--- config.mk ---
export PLATFORM = sky130hd
export DESIGN_NAME = sleep_seq_top
export DESIGN_NICKNAME = d
export VERILOG_FILES = /design/src/rtl/sleep_pkg.sv /design/src/rtl/sleep_regfile.sv /design/src/rtl/sleep_chan.sv /design/src/rtl/sleep_seq_top.sv
export SDC_FILE = /design/constraint.sdc
export NUM_CORES = 1
export LEC_CHECK = 0
export BUFFER_PORTS_ARGS = -buffer_cell sky130_fd_sc_hd__buf_2
export CAP_MARGIN = 10
export CORE_UTILIZATION = 45
export CTS_CLUSTER_SIZE = 40
export DETAILED_ROUTE_END_ITERATION = 16
export GPL_TIMING_DRIVEN = 0
export HOLD_SLACK_MARGIN = 0.08
export PLACE_DENSITY = 0.72
export SETUP_SLACK_MARGIN = 0.4
export SLEW_MARGIN = 5
export SYNTH_ARGS = -nofsm -noshare
export SYNTH_HDL_FRONTEND = slang
export SYNTH_SLANG_ARGS = --single-unit
--- constraint.sdc ---
create_clock -name clk -period 2.5 [get_ports clk]
set_clock_uncertainty 0.2 [all_clocks]
set_input_delay 0.5 -clock clk [delete_from_list [all_inputs] [get_ports clk]]
set_output_delay 0.5 -clock clk [all_outputs]
set_load 0.02 [all_outputs]
--- src/rtl/sleep_pkg.sv ---
package sleep_pkg;
    localparam int CFG_W   = 32;
    localparam int DLY_W   = 30;
    localparam int EN_BIT  = 30;
    localparam int ADDR_W  = 8;
    localparam int NUM_CH  = 2;
    localparam logic [ADDR_W-1:0] OFF_CH0    = 8'h04;
    localparam logic [ADDR_W-1:0] OFF_STRIDE = 8'h04;
    localparam logic [ADDR_W-1:0] OFF_SCLK   = 8'h10;

    function automatic logic [ADDR_W-1:0] chan_offset(input int idx);
        return OFF_CH0 + OFF_STRIDE * ADDR_W'(idx);
    endfunction

    function automatic logic addr_mapped(input logic [ADDR_W-1:0] a);
        logic hit;
        hit = (a == OFF_SCLK);
        for (int i = 0; i < NUM_CH; i++) begin
            if (a == chan_offset(i)) hit = 1'b1;
        end
        return hit;
    endfunction

    // Channel is held off when the sleep-clock enable is set and its delay is larger.
    function automatic logic delay_blocked(input logic [EN_BIT:0] chan_w,
                                           input logic [EN_BIT:0] sclk_w);
        return sclk_w[EN_BIT] && (chan_w[DLY_W-1:0] > sclk_w[DLY_W-1:0]);
    endfunction

    typedef struct packed {
        logic             active;
        logic             armed;
        logic             out;
        logic [DLY_W-1:0] cnt;
        logic [DLY_W-1:0] dly;
    } chan_state_t;

    typedef struct packed {
        logic [NUM_CH-1:0][CFG_W-1:0] chan;
        logic [CFG_W-1:0]             sclk;
        logic [CFG_W-1:0]             rd;
    } reg_state_t;
endpackage

--- src/rtl/sleep_regfile.sv ---
module sleep_regfile
    import sleep_pkg::*;
(
    input  logic                          clk,
    input  logic                          rst_n,
    input  logic [ADDR_W-1:0]             reg_addr,
    input  logic                          reg_we,
    input  logic [CFG_W-1:0]              reg_wdata,
    output logic [CFG_W-1:0]              reg_rdata,
    output logic [NUM_CH-1:0][CFG_W-1:0]  chan_cfg,
    output logic [CFG_W-1:0]              sclk_cfg
);
    reg_state_t rf_d, rf_q;

    always_comb begin
        rf_d = rf_q;
        // Read mux uses the pre-write contents.
        rf_d.rd = '0;
        if (reg_addr == OFF_SCLK) rf_d.rd = rf_q.sclk;
        for (int i = 0; i < NUM_CH; i++) begin
            if (reg_addr == chan_offset(i)) rf_d.rd = rf_q.chan[i];
        end
        if (reg_we) begin
            if (reg_addr == OFF_SCLK) rf_d.sclk = reg_wdata;
            for (int i = 0; i < NUM_CH; i++) begin
                if (reg_addr == chan_offset(i)) rf_d.chan[i] = reg_wdata;
            end
        end
    end

    always_ff @(posedge clk or negedge rst_n) begin
        if (!rst_n) rf_q <= '0;
        else        rf_q <= rf_d;
    end

    assign reg_rdata = rf_q.rd;
    assign chan_cfg  = rf_q.chan;
    assign sclk_cfg  = rf_q.sclk;

    a_r2_sclk_write_lands: assert property (@(posedge clk) disable iff (!rst_n)
        (reg_we && reg_addr == OFF_SCLK) |=> (sclk_cfg == $past(reg_wdata)));

    a_r2_x_write_lands: assert property (@(posedge clk) disable iff (!rst_n)
        (reg_we && reg_addr == OFF_CH0) |=> (chan_cfg[0] == $past(reg_wdata)));

    a_r3_unmapped_zero: assert property (@(posedge clk) disable iff (!rst_n)
        !addr_mapped(reg_addr) |=> (reg_rdata == '0));
endmodule

--- src/rtl/sleep_chan.sv ---
module sleep_chan
    import sleep_pkg::*;
(
    input  logic              clk,
    input  logic              rst_n,
    input  logic              susp_ack_n,
    input  logic [EN_BIT:0]   chan_w,
    input  logic [EN_BIT:0]   sclk_w,
    output logic              sleep_o
);
    chan_state_t st_d, st_q;

    always_comb begin
        st_d = st_q;
        if (susp_ack_n) begin
            st_d = '0;
        end else if (!st_q.active) begin
            // Start edge: capture everything that governs this period.
            st_d.active = 1'b1;
            st_d.cnt    = '0;
            st_d.out    = 1'b0;
            st_d.dly    = chan_w[DLY_W-1:0];
            st_d.armed  = chan_w[EN_BIT] && !delay_blocked(chan_w, sclk_w);
        end else begin
            if (st_q.armed && st_q.cnt == st_q.dly) st_d.out = 1'b1;
            if (st_q.cnt != st_q.dly) st_d.cnt = st_q.cnt + DLY_W'(1);
        end
    end

    always_ff @(posedge clk or negedge rst_n) begin
        if (!rst_n) st_q <= '0;
        else        st_q <= st_d;
    end

    assign sleep_o = st_q.out;

    a_r6_release_clears: assert property (@(posedge clk) disable iff (!rst_n)
        susp_ack_n |=> (!sleep_o && st_q.cnt == '0));

    a_r5_output_holds: assert property (@(posedge clk) disable iff (!rst_n)
        (sleep_o && !susp_ack_n) |=> sleep_o);

    a_r7_unarmed_silent: assert property (@(posedge clk) disable iff (!rst_n)
        (st_q.active && !st_q.armed) |-> !sleep_o);

    a_r10_capture_stable: assert property (@(posedge clk) disable iff (!rst_n)
        (st_q.active && !susp_ack_n) |=> ($stable(st_q.dly) && $stable(st_q.armed)));
endmodule

--- src/rtl/sleep_seq_top.sv ---
module sleep_seq_top
    import sleep_pkg::*;
(
    input  logic              clk,
    input  logic              rst_n,
    input  logic              susp_ack_n,
    input  logic [ADDR_W-1:0] reg_addr,
    input  logic              reg_we,
    input  logic [CFG_W-1:0]  reg_wdata,
    output logic [CFG_W-1:0]  reg_rdata,
    output logic              sleep_x,
    output logic              sleep_y
);
    logic [NUM_CH-1:0][CFG_W-1:0] chan_cfg;
    logic [CFG_W-1:0]             sclk_cfg;
    logic [NUM_CH-1:0]            sleep_vec;

    sleep_regfile i_regs (
        .clk       (clk),
        .rst_n     (rst_n),
        .reg_addr  (reg_addr),
        .reg_we    (reg_we),
        .reg_wdata (reg_wdata),
        .reg_rdata (reg_rdata),
        .chan_cfg  (chan_cfg),
        .sclk_cfg  (sclk_cfg)
    );

    // Bit 31 of each word is storage only; channels see bits 30:0.
    for (genvar g = 0; g < NUM_CH; g++) begin : g_chan
        sleep_chan i_chan (
            .clk        (clk),
            .rst_n      (rst_n),
            .susp_ack_n (susp_ack_n),
            .chan_w     (chan_cfg[g][EN_BIT:0]),
            .sclk_w     (sclk_cfg[EN_BIT:0]),
            .sleep_o    (sleep_vec[g])
        );
    end

    assign sleep_x = sleep_vec[0];
    assign sleep_y = sleep_vec[1];

    a_r4_disabled_low: assert property (@(posedge clk) disable iff (!rst_n)
        ($fell(susp_ack_n) && !chan_cfg[0][EN_BIT]) |=> !sleep_x);
endmodule

==> flow_metrics.py <==
metrics = {
    "sta": {
        "hold_viol_final": 0,
        "final_max_slew_viol_count": 0,
        "holdWs_ps": 121,
        "setup_viol": 0,
        "fmax_mhz": 439,
        "fin_crit_sh": 0.911,
        "fin_crit_ps": 2280,
        "worst_pin_slew_ps": 784,
        "setup_slack_ps": 223,
        "max-slew-margin-rel": 0.478,
        "grt_setup_unrepaired": "true",
    },
    "yosys": {
        "yosys_warnings": 0,
        "syn_avg_cell_area_um2": 10.9,
        "async_flop_share": 1.00,
        "synth_top_area_share": 0.492,
        "yosysTopAreaCell": "dfrtp_1",
        "synth_flop_cell": "dfrtp_1",
        "ys_types": 58,
        "synth_area_leaders": "dfrtp_1 (49%), mux2_2 (6.7%), ha_1 (6.0%)",
        "ys_seq_area_frac": 0.492,
        "synth_edf_count": 0,
        "synth_common_cells": "dfrtp_1 (253), nor2_1 (111), nand2_1 (110)",
        "syn-num-nets": 1289,
        "netlist_area_um2": 12900,
        "synth_most_common_cell": "dfrtp_1",
        "synth_cells": 1183,
        "ys_seq_elements": 253,
    },
    "setup_path": {
        "cp-start-kind": "flop",
        "worstPathCellList": "xor2_2, nor4_4, nand4_1, buf_4, buf_6, nor2_4, mux2i_1, nor2_1",
        "crit_type": "flop to flop",
        "r2r_slack_ps": 220,
        "r2r-end": "g_chan[1].i_chan.st_q[31]",
        "reg2regPathDepth": 8,
        "cpPeakStageDelay_ps": 460,
        "cp.arrival_ps": 2510,
        "crit_fanout": 5,
        "regToRegStartpoint": "g_chan[1].i_chan.st_q[44]",
        "setup.worst_path.end_class": "flop",
        "critPathRequiredTime_ps": 2730,
        "cp_slowest_cell": "dfrtp_2",
    },
    "cells_and_area": {
        "layoutNonFillerInstCount": 1791,
        "antenna_cells": 0,
        "multi_input_area_um2": 6890,
        "fin_util": 0.589,
        "seq_area_um2": 6390,
        "drive_gt1_frac": 0.321,
        "num-nets-final": 1499,
        "syn2layout_area_growth_pct": 27.8,
        "fillers": 2259,
    },
    "clock_network": {
        "numCtsBuffers": 27,
        "cts-root-buf": "clkbuf_16",
        "cts_tree": "yes",
        "clock_path_buffers": 3,
        "htreeDepth": 1,
        "worstSkewPairLatency_ps": 550,
        "cts_sinks": 253,
        "clk_pin_slew_worst_paths_ps": 60,
    },
    "global_routing": {
        "grt_pass1_wl_um": 55300,
        "grt_pass1_vias": 9935,
        "grt-ovfl-total": 0,
        "antenna_found_initial": 0,
        "grt_max_degree": 119,
        "track_usage": 0.248,
    },
    "outcome": {
        "status": "completed",
    },
    "route": {
        "dr.pass1.iters": 6,
        "ant_nets": 0,
        "wl_met2_um": 17800,
        "met1_length_um": 15500,
        "drcViolationCount": 0,
        "via_per_inst": 5.70,
        "wl_um": 36900,
        "highest_layer": "met4",
        "wl_met3_um": 2070,
        "drtIter0Drc": 689,
        "vias": 10200,
        "wire_per_inst_um": 20.6,
    },
    "pwr": {
        "swShare": 0.268,
        "vdd.ir_drop.worst_mv": 0.500,
        "internal_power_mw": 7.16,
        "p_comb_frac": 0.154,
        "power_frac_clock": 0.403,
        "finalPower_mw": 9.78,
        "p_per_area_nw_per_um2": 595,
        "p_sw_mw": 2.62,
        "pwr-share-seq": 0.443,
        "p_leak_nw": 8.02,
    },
    "floorplanning": {
        "fp.dieW_um": 171,
        "num_rows": 61,
        "die_y_um": 171,
        "die_area_um2": 29300,
        "core-area_um2": 27900,
        "io_pins": 78,
        "start_util": 0.461,
    },
    "worst_hold_path": {
        "min_to": "g_chan[0].i_chan.st_q[58]",
        "hold_path_class": "input port to flop",
        "holdPathStages": 4,
        "min_from": "susp_ack_n",
    },
    "place": {
        "dp_hpwl_um": 24900,
        "portBuffers": 77,
        "dpl.cell_count": 1641,
        "pre_cts_ws_ps": -547,
        "place_congestion": 0.894,
    },
    "job": {
        "cap_violations": 0,
    },
}
-- sequential cells by signal, summed over array words and instances (netlist names) --
signal / cells
g_chan.i_chan.st_q: 123
i_regs.chan_cfg: 64
i_regs.reg_rdata: 32
g_chan.i_chan.sleep_o: 2
i_regs.sclk_cfg: 32
-- per-layer routing --
metal / track usage / vias up
li1: - / 4631
met1: 0.330 / 5125
met2: 0.406 / 363
met3: 0.0349 / 90
met4: 0.103 / 0
met5: 0 / -
-- worst max-delay path by stage --
stage / end / from
floorplan: i_regs.chan_cfg[34] / reg_addr[7]
global placement: i_regs.chan_cfg[11] / rst_n
detailed placement: g_chan[1].i_chan.st_q[40] / susp_ack_n
CTS: g_chan[1].i_chan.st_q[44] / g_chan[1].i_chan.st_q[22]
global route: g_chan[1].i_chan.st_q[51] / g_chan[1].i_chan.st_q[44]
finish: g_chan[1].i_chan.st_q[31] / g_chan[1].i_chan.st_q[44]
-- power groups by stage --
stage	Combinational (mW)	Clock, mW	Sequential (mW)
6_report	1.51	3.94	4.34
4_1_cts	1.30	3.95	4.33
3_5_place_dp	1.01	0	4.41
5_1_grt	1.62	4.12	4.34
2_1_floorplan	0.647	0	4.35
3_3_place_gp	0.974	0	4.40
-- critical path: cells and delay by family, from the launching register on --
kind / cells / cell delay [ps]
buffers and inverters: 2 / 320
AND/OR/NAND/NOR: 4 / 800
flip-flops: 1 / 460
XOR/XNOR: 1 / 170
multiplexers: 1 / 230
-- repair_timing --
item / CTS / global route
gates cloned: 4 / 1
hold endpoints to repair: 134 / 0
setup endpoints to repair: 145 / 193
pin swaps: 47 / 64
setup buffers: 35 / 28
hold buffers: 33 / 0
gates resized for setup: 110 / 120
-- cell families (layout without fill, tap and decap cells) --
| family | count (synthesis) | after routing | synth area share |
|---|---|---|---|
| adder cells (fa/ha/maj) | 62 | 62 | 0.0602 |
| AO/OA/AOI/OAI | 155 | 155 | 0.0821 |
| AND/OR/NAND/NOR | 362 | 362 | 0.140 |
| flip-flops | 253 | 253 | 0.492 |
| buffers and inverters | 101 | 331 | 0.0305 |
| multiplexers | 170 | 170 | 0.141 |
| XOR/XNOR | 80 | 80 | 0.0544 |
-- per-stage QoR --
| step | cell area, um2 | TNS (ps) |
|---|---|---|
| floorplan | 12900 | 0 |
| global placement | 13800 | -986150 |
| detailed placement | 13900 | -29120 |
| CTS | 15700 | 0 |
| global route | 16500 | 0 |
| finish | 16500 | 0 |
-- placed cells by master (no fill, tap or decap), drive strengths merged, types with 29 or more instances in the layout --
| cell type | n |
|---|---|
| xor2 | 40 |
| inv | 52 |
| clkbuf | 72 |
| nand2 | 110 |
| buf | 166 |
| ha | 62 |
| dfrtp | 253 |
| mux2i | 74 |
| mux2 | 96 |
| dlygate4sd3 | 33 |
| a21oi | 40 |
| a22oi | 29 |
| nor2 | 112 |
| nand4 | 37 |
| xnor2 | 40 |
-- area by class of cell --
type	instances	share of cell area
repair buffers	181	0.0829
clock inverters	9	0.00631
well taps	378	0.0287
flip-flops and latches	253	0.388
multi-input cells	829	0.418
plain buffers	50	0.0180
inverters	51	0.0116
clock buffers	40	0.0459
(Power assumes the default switching activity.)
